$ cat src/rtl/clkpd_pkg.sv
package clkpd_pkg;

  typedef enum logic [2:0] {
    S_RUN   = 3'd0,
    S_PARK  = 3'd1,
    S_VOFF  = 3'd2,
    S_DOWN  = 3'd3,
    S_WXTAL = 3'd4,
    S_WVCO  = 3'd5
  } seq_st_t;

  localparam logic [1:0] STAT_RUN      = 2'd0;
  localparam logic [1:0] STAT_STOPPING = 2'd1;
  localparam logic [1:0] STAT_DOWN     = 2'd2;
  localparam logic [1:0] STAT_WAKING   = 2'd3;

  function automatic logic [1:0] status_of(input seq_st_t s);
    case (s)
      S_RUN:          status_of = STAT_RUN;
      S_PARK, S_VOFF: status_of = STAT_STOPPING;
      S_DOWN:         status_of = STAT_DOWN;
      default:        status_of = STAT_WAKING;
    endcase
  endfunction

endpackage

$ cat src/rtl/clkpd_sync.sv
module clkpd_sync #(
  parameter int          W       = 1,
  parameter int          STAGES  = 2,
  parameter logic [W-1:0] RST_VAL = '1
) (
  input  logic         clk,
  input  logic         rst,
  input  logic [W-1:0] d_i,
  output logic [W-1:0] q_o
);

  logic [W-1:0] stg [STAGES];

  for (genvar g = 0; g < STAGES; g++) begin : g_stage
    if (g == 0) begin : g_first
      always_ff @(posedge clk) begin
        if (rst) stg[g] <= RST_VAL;
        else     stg[g] <= d_i;
      end
    end else begin : g_rest
      always_ff @(posedge clk) begin
        if (rst) stg[g] <= RST_VAL;
        else     stg[g] <= stg[g-1];
      end
    end
  end

  assign q_o = stg[STAGES-1];

endmodule

$ cat src/rtl/clkpd_strap_latch.sv
module clkpd_strap_latch #(
  parameter int W = 4
) (
  input  logic         clk,
  input  logic         rst,
  input  logic [W-1:0] pins_i,
  output logic [W-1:0] strap_o,
  output logic         pin_oe_o
);

  always_ff @(posedge clk) begin
    if (rst) begin
      strap_o  <= pins_i;
      pin_oe_o <= 1'b0;
    end else begin
      pin_oe_o <= 1'b1;
    end
  end

  // once out of reset the captured straps never move
  p_strap_hold_r9: assert property (@(posedge clk) disable iff (rst)
    !$past(rst) |-> $stable(strap_o));

  // pins stay outputs once released
  p_oe_sticky_r2: assert property (@(posedge clk) disable iff (rst)
    $past(pin_oe_o) |-> pin_oe_o);

endmodule

$ cat src/rtl/clkpd_seq.sv
module clkpd_seq
  import clkpd_pkg::*;
#(
  parameter int PARK_CYC = 4,
  parameter int XTAL_CYC = 64,
  parameter int LOCK_CYC = 128
) (
  input  logic       clk,
  input  logic       rst,
  input  logic       pd_n_s,
  input  logic       cpu_go_s,
  input  logic       pci_go_s,
  output logic       cpu_en_o,
  output logic       pci_en_o,
  output logic       free_en_o,
  output logic       vco_en_o,
  output logic       xtal_en_o,
  output logic [1:0] status_o
);

  localparam int MAX_AB = (PARK_CYC > XTAL_CYC) ? PARK_CYC : XTAL_CYC;
  localparam int MAXC   = (MAX_AB > LOCK_CYC) ? MAX_AB : LOCK_CYC;
  localparam int CW     = $clog2(MAXC + 1);
  localparam logic [CW-1:0] PARK_LAST = CW'(PARK_CYC - 1);
  localparam logic [CW-1:0] XTAL_LAST = CW'(XTAL_CYC - 1);
  localparam logic [CW-1:0] LOCK_LAST = CW'(LOCK_CYC - 1);

  seq_st_t       st, st_nx;
  logic [CW-1:0] cnt, cnt_nx;

  always_comb begin
    st_nx  = st;
    cnt_nx = cnt + 1'b1;
    case (st)
      S_RUN: begin
        cnt_nx = '0;
        if (!pd_n_s) st_nx = S_PARK;
      end
      S_PARK: begin
        if (cnt == PARK_LAST) begin
          st_nx  = S_VOFF;
          cnt_nx = '0;
        end
      end
      S_VOFF: begin
        st_nx  = S_DOWN;
        cnt_nx = '0;
      end
      S_DOWN: begin
        cnt_nx = '0;
        if (pd_n_s) st_nx = S_WXTAL;
      end
      S_WXTAL: begin
        if (cnt == XTAL_LAST) begin
          st_nx  = S_WVCO;
          cnt_nx = '0;
        end
      end
      S_WVCO: begin
        if (cnt == LOCK_LAST) begin
          st_nx  = S_RUN;
          cnt_nx = '0;
        end
      end
      default: begin
        st_nx  = S_RUN;
        cnt_nx = '0;
      end
    endcase
  end

  always_ff @(posedge clk) begin
    if (rst) begin
      st        <= S_RUN;
      cnt       <= '0;
      cpu_en_o  <= 1'b0;
      pci_en_o  <= 1'b0;
      free_en_o <= 1'b0;
      vco_en_o  <= 1'b1;
      xtal_en_o <= 1'b1;
    end else begin
      st        <= st_nx;
      cnt       <= cnt_nx;
      cpu_en_o  <= (st_nx == S_RUN) && cpu_go_s;
      pci_en_o  <= (st_nx == S_RUN) && pci_go_s;
      free_en_o <= (st_nx == S_RUN);
      vco_en_o  <= !(st_nx inside {S_VOFF, S_DOWN, S_WXTAL});
      xtal_en_o <= (st_nx != S_DOWN);
    end
  end

  assign status_o = status_of(st);

  // VCO can only run on a live crystal
  p_vco_needs_xtal_r10: assert property (@(posedge clk) disable iff (rst)
    !xtal_en_o |-> !vco_en_o);

  // all output groups are parked before the VCO is off
  p_parked_before_vco_r4: assert property (@(posedge clk) disable iff (rst)
    !vco_en_o |-> !(cpu_en_o || pci_en_o || free_en_o));

  // crystal goes off only after the VCO already was
  p_xtal_after_vco_r5: assert property (@(posedge clk) disable iff (rst)
    $fell(xtal_en_o) |-> $past(!vco_en_o));

  // no output released while waking
  p_quiet_waking_r7: assert property (@(posedge clk) disable iff (rst)
    (status_o == STAT_WAKING) |-> !(cpu_en_o || pci_en_o || free_en_o));

  // counter stays inside its window
  p_cnt_bound_r3: assert property (@(posedge clk) disable iff (rst)
    cnt < CW'(MAXC));

endmodule

$ cat src/rtl/clkpd_power_ctrl.sv
module clkpd_power_ctrl #(
  parameter int STRAP_W  = 4,
  parameter int SYNC_STG = 2,
  parameter int PARK_CYC = 4,
  parameter int XTAL_CYC = 64,
  parameter int LOCK_CYC = 128
) (
  input  logic               clk,
  input  logic               rst,
  input  logic [STRAP_W-1:0] strap_pins_i,
  input  logic               pd_n_i,
  input  logic               cpu_stop_n_i,
  input  logic               pci_stop_n_i,
  output logic [STRAP_W-1:0] strap_o,
  output logic               pin_oe_o,
  output logic               cpu_en_o,
  output logic               pci_en_o,
  output logic               free_en_o,
  output logic               vco_en_o,
  output logic               xtal_en_o,
  output logic [1:0]         status_o
);

  localparam int NREQ = 3;

  logic [NREQ-1:0] req_raw, req_s;

  assign req_raw = {pd_n_i, cpu_stop_n_i, pci_stop_n_i};

  clkpd_strap_latch #(.W(STRAP_W)) u_strap (
    .clk      (clk),
    .rst      (rst),
    .pins_i   (strap_pins_i),
    .strap_o  (strap_o),
    .pin_oe_o (pin_oe_o)
  );

  clkpd_sync #(.W(NREQ), .STAGES(SYNC_STG), .RST_VAL({NREQ{1'b1}})) u_sync (
    .clk (clk),
    .rst (rst),
    .d_i (req_raw),
    .q_o (req_s)
  );

  clkpd_seq #(
    .PARK_CYC (PARK_CYC),
    .XTAL_CYC (XTAL_CYC),
    .LOCK_CYC (LOCK_CYC)
  ) u_seq (
    .clk       (clk),
    .rst       (rst),
    .pd_n_s    (req_s[2]),
    .cpu_go_s  (req_s[1]),
    .pci_go_s  (req_s[0]),
    .cpu_en_o  (cpu_en_o),
    .pci_en_o  (pci_en_o),
    .free_en_o (free_en_o),
    .vco_en_o  (vco_en_o),
    .xtal_en_o (xtal_en_o),
    .status_o  (status_o)
  );

endmodule

$ cat config.mk
export PLATFORM = sky130hd
export DESIGN_NAME = clkpd_power_ctrl
export DESIGN_NICKNAME = d
export VERILOG_FILES = /design/src/rtl/clkpd_pkg.sv /design/src/rtl/clkpd_sync.sv /design/src/rtl/clkpd_strap_latch.sv /design/src/rtl/clkpd_seq.sv /design/src/rtl/clkpd_power_ctrl.sv
export SDC_FILE = /design/constraint.sdc
export NUM_CORES = 1
export LEC_CHECK = 0
export BUFFER_PORTS_ARGS = -buffer_cell sky130_fd_sc_hd__buf_2
export CORE_UTILIZATION = 56
export DETAILED_ROUTE_END_ITERATION = 10
export PLACE_DENSITY = 0.81
export SLEW_MARGIN = 20
export SYNTH_ARGS = -nofsm -noshare
export SYNTH_HDL_FRONTEND = slang
export SYNTH_SLANG_ARGS = --single-unit
$ cat constraint.sdc
create_clock -name clk -period 3.22 [get_ports clk]
set_clock_uncertainty 0.05 [all_clocks]
set_input_delay 0.161 -clock clk [delete_from_list [all_inputs] [get_ports clk]]
set_output_delay 0.161 -clock clk [all_outputs]
set_load 0.01 [all_outputs]
======== Word level (Yosys, flattened, before mapping) ========
Memories as Yosys holds them, arrays and structs flattened.
Cells that the tools add are included.
storage, ports and cells
  register bits ........................... 21
  bits in writable memories ............... 6
  output and inout port bits .............. 12
  logic and storage cells ................. 48
  memories kept ........................... 1
memory list
  name        words  width  rd ports  clocked after memory_dff  write ports  line              RTL
  u_sync.stg  2      3      2         0                         2            clkpd_sync.sv:12  logic [W-1:0] stg [STAGES];
operators by class
  add/subtract/negate cells ............... 1
  eq/ne operators ......................... 12
  muxes and demuxes ....................... 16
  bitwise logic cells ..................... 2
  reductions and logical operators ........ 7
operators with widths
  operator                                                                  number
  8-bit 2-to-1 mux                                                          3
  8-bit case mux with 3 select lines                                        1
  3-bit 2-to-1 mux                                                          7
  3-bit case mux with 6 select lines                                        1
  3-bit by 2-bit equality test with 1-bit output (second input constant)    4
  3-bit equality test (second input constant)                               3
  8-bit by 1-bit adder with 8-bit output (second input constant)            1
  8-bit by 2-bit equality test with 1-bit output (second input constant)    1
  8-bit by 6-bit equality test with 1-bit output (second input constant)    1
  8-bit by 7-bit equality test with 1-bit output (second input constant)    1
  3-bit zero test                                                           2
  2-bit case mux with 3 select lines                                        1
  3-bit by 1-bit equality test with 1-bit output (second input constant)    1
  1-bit 2-to-1 mux                                                          3
  3-bit by 2-bit inequality test with 1-bit output (second input constant)  1
  3-bit nonzero test                                                        1
  1-bit logical AND                                                         2
  1-bit OR                                                                  2
  2-bit OR reduction                                                        1
  1-bit zero test                                                           1

======== Longest topological paths before layout ========
Gate-level depths: netlist of the first run.
  depth after elaboration ................. 6
  depth in mapped cells ................... 5
  mapped depth without buffers ............ 5

======== By module ========
A second synthesis of the first run with hierarchy kept.
second synthesis, totals
  cell total of the unflattened synthesis .. 99
  area, all modules ....................... 1022.2 µm²
modules (own cells, without submodules)
  module             times used  cells each  area an instance (µm²)  seq. area each (µm²)
  clkpd_seq          1           81          720.7                   320.3
  clkpd_sync         1           12          157.7                   120.1
  clkpd_strap_latch  1           6           143.9                   140.1

======== Worst setup path before layout of the first run ========
Ideal clock, no wire load.
  kind .................................... flip-flop to flip-flop
  start ................................... register u_seq.cnt[0]
  end ..................................... register u_seq.cnt[3]
  library setup time ...................... 0.139 ns
  data arrival time ....................... 1.499 ns
  data required time ...................... 3.031 ns
  setup slack ............................. 1.532 ns
  stages on the path, launching flop included .. 6
  buffers on the path ..................... 0
  period minus slack after synthesis ...... 1.688 ns
  cells stage by stage .................... dfxtp_1 -> ha_1 -> nor4b_4 -> a211oi_1 -> o31ai_1 -> nor2_1
between the ends
  word-level cells in the longest chain between the ends .. 3
  elaborated cells between the ends (all ways) .. 8
ends and longest elaborated chain
  what                                                            line                                               RTL
  start, declared                                                 clkpd_seq.sv:29                                    logic [CW-1:0] cnt, cnt_nx;
  start signal, assigned                                          clkpd_seq.sv:83                                    cnt <= cnt_nx;
  8-bit by 1-bit adder with 8-bit output (tied with other cells)  clkpd_seq.sv:33                                    cnt_nx = cnt + 1'b1;
  8-bit 2-to-1 mux, on equally long branches                      clkpd_seq.sv:60, clkpd_seq.sv:40, clkpd_seq.sv:54
  8-bit case mux with 3 select lines *                            clkpd_seq.sv:34                                    case (st)
Mark *: on every way between the ends. The rest lies on a longest branch, timed or not.
A chain may end at the register's enable or synchronous reset.

======== Final worst setup path of the first run ========
  start ................................... register u_seq.cnt[0]
  end ..................................... register u_seq.cnt[5]
Same word-level chain as after synthesis.

==> results.toml, run 1 <==
[synthesis]
netlist.area_leader.share_pct = 42.69
synth_area_per_cell_um2 = 10.17
ys.flop_type = "dfxtp_1"
yosysMostFrequentCell = "dfxtp_1"
synth_edf_count = 4
yosysTopAreaCell = "dfxtp_1"
synth_warnings = 0
ys_types = 35
syn_inst = 106
synthesis.nets = 116
postSynth.asyncResetShare_pct = 0
syn-cell-area_mm2 = 0.001079
synth_seq_area_share_pct = 53.83
synth_commonest_cells = "dfxtp_1, nand2_1, nor2_1"
synth-seq-cells = 27
synth.area.top_cells = "dfxtp_1, edfxtp_1, xnor2_1"

[drt]
ant_nets = 0
avgRoutedWirePerCell_um = 13.33
viasPerCell = 5.361
drt-pass1-iter-count = 4
num_vias = 847
drc_errors = 0
wl_um = 2106
drtIter0Drc = 27

[sta]
rsz0062_at_grt = "no"
slew_viol_final = 0
finalHoldViolCount = 0
fin_crit_ps = 2087
finalSetupViolations = 0
tns_ps = 0
period_share_pct = 64.83
slew_headroom_pct = 49.43
worstMarginPinSlew_ps = 752.1
max_freq_mhz = 479.1

[clock_network]
cts_resized = 0
cts_setup_buffers = 0
clkTransAtPathRegs_ps = 140
clock_sinks = 27
holdBufCountCts = 7
insertion_delay_ps = 330
cts-root-buf = "clkbuf_4"
h-tree-depth = 1
clockBufferDepth = 2
numCtsBuffers = 3
cts_tree = "done"

[critical_path]
cp_max_fo = 6
startpoint = "u_seq.cnt[0]"
critical_path.startpoint_type = "flip-flop"
path_class = "flip-flop to flip-flop"
ff2ff_setup_slack_ps = 1130
rr_startpoint = "u_seq.cnt[0]"
endpoint_kind = "flip-flop"
reg2regPathDepth = 5
r2r_end = "u_seq.cnt[5]"
cp-endpoint = "u_seq.cnt[5]"
crit_required_ps = 3380
critPathArrivalTime_ps = 2240

[grt]
overflow = 0
first_global_vias = 738
grt_pass1_wl_um = 3139
antenna_found_initial = 0
grt_start_max_net_pins = 19
grt_usage_pct = 21.79

[layout]
diodes = 0
fin_cells = 158
final_area_mm2 = 0.001294
drive_above_1_share_pct = 26.32
area_growth_pct = 19.95
fin_nets = 144

[placement]
placed_area_mm2 = 0.001194
gp_congestion = 0.8099
dp_hpwl_um = 1380
portBuffers = 20
place_inst = 147

[run_status]
status = "complete, no violations"

[floorplan]
ios = 21
die_x_um = 45.89
start_util_pct = 61.13
die-area_mm2 = 0.002105
die_h_um = 45.89
coreArea_mm2 = 0.001764
rows = 15

[hold_path]
hold_class = "primary input to flip-flop"

[pwr]
total_power_w = 0.0005879
power_per_cell_area_mw_per_mm2 = 454.4
leakage_nw = 0.5163
ir_drop_mv = 0.3340

[flow_run]
maxCapViolCount = 0
-- worst min-delay path by stage --
stage	startpoint	cells after the start	slack, ps	to
6_report	rst	2	140	u_strap.pin_oe_o
5_1_grt	rst	2	150	u_strap.pin_oe_o
4_1_cts	rst	2	120	u_strap.pin_oe_o
3_5_place_dp	strap_pins_i[3]	1	290	u_strap.strap_o[3]
3_3_place_gp	strap_pins_i[3]	1	290	u_strap.strap_o[3]
2_1_floorplan	rst	1	190	u_seq.cnt[6]
-- layout make-up --
class	count	area, µm²
clock buffers	3	22.52
clock inverters	1	7.507
fillers	139	470.5
inverters	2	7.507
multi-input cells	73	474.2
flip-flops and latches	27	580.6
well taps	25	31.28
repair buffers	27	170.2
-- flip-flops by register name, summed over array words and instances, names as in the netlist --
register / flops
u_seq.xtal_en_o: 1
u_seq.st: 3
u_seq.free_en_o: 1
u_sync.stg: 6
u_strap.pin_oe_o: 1
u_strap.strap_o: 4
u_seq.cnt: 8
u_seq.pci_en_o: 1
u_seq.cpu_en_o: 1
u_seq.vco_en_o: 1
-- power by group --
part,switching (W),internal [W]
clock,0.000104,0.0000477
sequential,0.00000981,0.000359
combinational,0.0000345,0.0000331
total,0.000148,0.000440
-- worst max-delay path: stages, from the launching register on --
cell      delay (ps)
dfxtp_1          400
ha_1             240
nor4b_4          310
a211oi_1         140
o31ai_1          680
nor2_1           140
-- cells in the final DEF, fill, tap and decap left out, drive strengths merged, types with 4 or more instances in the layout --
master / n
or2: 6
dfxtp: 23
nor4: 4
edfxtp: 4
buf: 20
nand2: 10
dlygate4sd3: 7
xnor2: 6
nor2: 9
a21oi: 6
-- cells by family (layout without fill, tap and decap cells) --
| group | Yosys count | after routing | synth area share, % |
|---|---|---|---|
| AOI/OAI and AO/OA | 18 | 18 | 11.83 |
| xor gates and xnor gates | 7 | 7 | 5.685 |
| adders and majority gates | 1 | 1 | 1.160 |
| buffers and inverters | 6 | 33 | 2.204 |
| DFF | 27 | 27 | 53.83 |
| and+or+nand+nor | 47 | 47 | 25.29 |
-- through the flow --
| stage | hold slack, ps | util, % | setup WS, ps |
|---|---|---|---|
| 4_1_cts | 122.3 | 73.33 | 1124 |
| 5_1_grt | 151.4 | 73.33 | 959.4 |
| 3_3_place_gp | 287.7 | 67.66 | 1368 |
| 2_1_floorplan | 187.0 | - | 1532 |
| 6_report | 136.7 | 73.33 | 1133 |
| 3_5_place_dp | 291.9 | 67.66 | 1228 |
-- routing by layer --
metal  wire length (µm)  GRT usage [%]
met5                  0              0
met2                998          35.49
met4                 42          14.12
met3                112          4.762
met1                952          25.50
(Power assumes the default switching activity.)
==> run 2: changes to the inputs <==
--- a/config.mk
+++ b/config.mk
@@ -6,9 +6,9 @@
 export NUM_CORES = 1
 export LEC_CHECK = 0
 export BUFFER_PORTS_ARGS = -buffer_cell sky130_fd_sc_hd__buf_2
-export CORE_UTILIZATION = 56
+export CORE_UTILIZATION = 52
 export DETAILED_ROUTE_END_ITERATION = 10
-export PLACE_DENSITY = 0.81
+export PLACE_DENSITY = 0.76
 export SLEW_MARGIN = 20
 export SYNTH_ARGS = -nofsm -noshare
 export SYNTH_HDL_FRONTEND = slang
==> constraint.sdc (replaced) <==
create_clock -name clk -period 2 [get_ports clk]
set_clock_uncertainty 0.05 [all_clocks]
set_input_delay 0.1 -clock clk [delete_from_list [all_inputs] [get_ports clk]]
set_output_delay 0.1 -clock clk [all_outputs]
set_load 0.01 [all_outputs]
==> results.toml, run 2 (synthesis results as in run 1) <==
[sta]
fin_crit_ps = 1861
period_share_pct = 93.03
finalSetupViolations = 0
slew_viol_final = 0
worstMarginPinSlew_ps = 444.3
hold-worst-slack_ps = 95.56
slew_headroom_pct = 70.32
layout_setup_ws_ps = 139.5
max_freq_mhz = 537.5
rsz0062_at_grt = "no"
tns_ps = 0
finalHoldViolCount = 0

[hold_path]
hold_class = "primary input to flip-flop"
hold_depth = 2
hold_start = "rst"
min_to = "u_seq.st[0]"

[drt]
drt-pass1-iter-count = 4
wl_um = 1995
drtIter0Drc = 21
num_vias = 860
drc_errors = 0
viasPerCell = 5.342
ant_nets = 0
avgRoutedWirePerCell_um = 12.39

[critical_path]
r2r_end = "u_seq.pci_en_o"
ff2ff_setup_slack_ps = 140
path_cells = "ha_1 -> nor4b_4 -> nand3b_2 -> a221o_1 -> nor4_1"
slowest_stage = "dfxtp_1"
cp_max_fo = 4
rr_startpoint = "u_seq.cnt[0]"
crit_required_ps = 2180
path_class = "flip-flop to flip-flop"
endpoint_kind = "flip-flop"
max_stage_delay_ps = 400
critPathArrivalTime_ps = 2040
critical_path.startpoint_type = "flip-flop"
reg2regPathDepth = 5

[floorplan]
die-area_mm2 = 0.002260
ios = 21
coreArea_mm2 = 0.001962
start_util_pct = 54.97
rows = 16
die_h_um = 47.54
die_x_um = 47.54

[flow_run]
maxCapViolCount = 0

[clock_network]
insertion_delay_ps = 320
cts_tree = "done"
cts_setup_buffers = 0
numCtsBuffers = 3
clockBufferDepth = 2
h-tree-depth = 1
clock_sinks = 27
clkTransAtPathRegs_ps = 140
cts-root-buf = "clkbuf_4"

[grt]
grt_start_max_net_pins = 19
antenna_found_initial = 0
grt_pass1_wl_um = 2960
overflow = 0
grt_usage_pct = 18.89
first_global_vias = 679

[pwr]
power.switching_w = 0.0002315
ir_drop_mv = 0.6196
leakage_nw = 0.5205
seqPwrFrac_pct = 63.2
combPwrFrac_pct = 11.5
power_per_cell_area_mw_per_mm2 = 721.3
swShare_pct = 24.61
clkPwrFrac_pct = 25.2
p_int_w = 0.0007089

[layout]
fillers = 173
fin_nets = 145
drive_above_1_share_pct = 26.87
area_growth_pct = 20.88
final_cell_mix = "dfxtp_1, buf_2, nand2_1"
reg_top3 = "u_seq.cnt: 8 flops, u_sync.stg: 6 flops, u_strap.strap_o: 4 flops"
top_register = "u_seq.cnt"
mostFrequentLayoutCell = "dfxtp_1"
fin_cells = 161
largest_reg_flops = 8
diodes = 0

[placement]
gp_congestion = 0.7808
portBuffers = 20
place_inst = 150
dp_hpwl_um = 1325
dp_slack_ps = 172.0

[run_status]
status = "complete, no violations"
run 2: how the worst max path moves through the flow:
stage	start	end	cells past startpoint
after floorplan	u_seq.cnt[0]	u_seq.cnt[3]	5
after global routing	u_seq.cnt[0]	u_seq.pci_en_o	5
after detailed placement	u_seq.cnt[0]	u_seq.pci_en_o	5
after CTS	u_seq.cnt[0]	u_seq.pci_en_o	5
after global placement	u_seq.cnt[0]	u_seq.pci_en_o	5
final	u_seq.cnt[0]	u_seq.pci_en_o	5
run 2: area by class of cell:
class / count / area, µm² / area share [%]
flip-flops and latches: 27 / 580.6 / 44.53
multi-input cells: 73 / 474.2 / 36.37
repair buffers: 28 / 177.7 / 13.63
well taps: 27 / 33.78 / 2.591
clock buffers: 3 / 22.52 / 1.727
clock inverters: 1 / 7.507 / 0.5758
inverters: 2 / 7.507 / 0.5758
run 2: per-stage QoR:
step,utilization [%],cell area [µm²],power [W]
final,66.45,1304,0.0009403
after global routing,66.45,1304,0.0009766
after CTS,66.45,1304,0.0009465
after detailed placement,61.35,1204,0.0007031
after global placement,61.35,1204,0.0006985
after floorplan,-,1079,0.0006629
run 2: worst max-delay path: cells and delay by family, from the launching register on:
| kind | cells | cell delay (ps) |
|---|---|---|
| adders and majority gates | 1 | 240 |
| AOI/OAI and AO/OA | 1 | 370 |
| DFF | 1 | 400 |
| and+or+nand+nor | 3 | 720 |
run 2: repair_timing:
| action | CTS | global route |
|---|---|---|
| resized for setup | 0 | 0 |
| hold buffers | 7 | 0 |
| endpoints found under the hold margin | 7 | 0 |
| endpoints found under the setup margin | 0 | 0 |
run 2: power groups by stage:
stage          clock network (W)  registers [W]  logic (W)
2_1_floorplan                  0       0.000608  0.0000551
3_3_place_gp                   0       0.000605  0.0000939
3_5_place_dp                   0       0.000606  0.0000971
4_1_cts                 0.000244       0.000594   0.000108
5_1_grt                 0.000259       0.000599   0.000119
6_report                0.000237       0.000594   0.000109
run 2: per-layer routing:
layer | global-route usage [%] | vias to the layer above | part of all wire (%)
met3 | 3.396 | 5 | 3.7
met4 | 8.333 | 0 | 1.5
met2 | 29.59 | 30 | 48
met5 | 0 | - | 0
li1 | - | 431 | -
met1 | 25.59 | 394 | 47
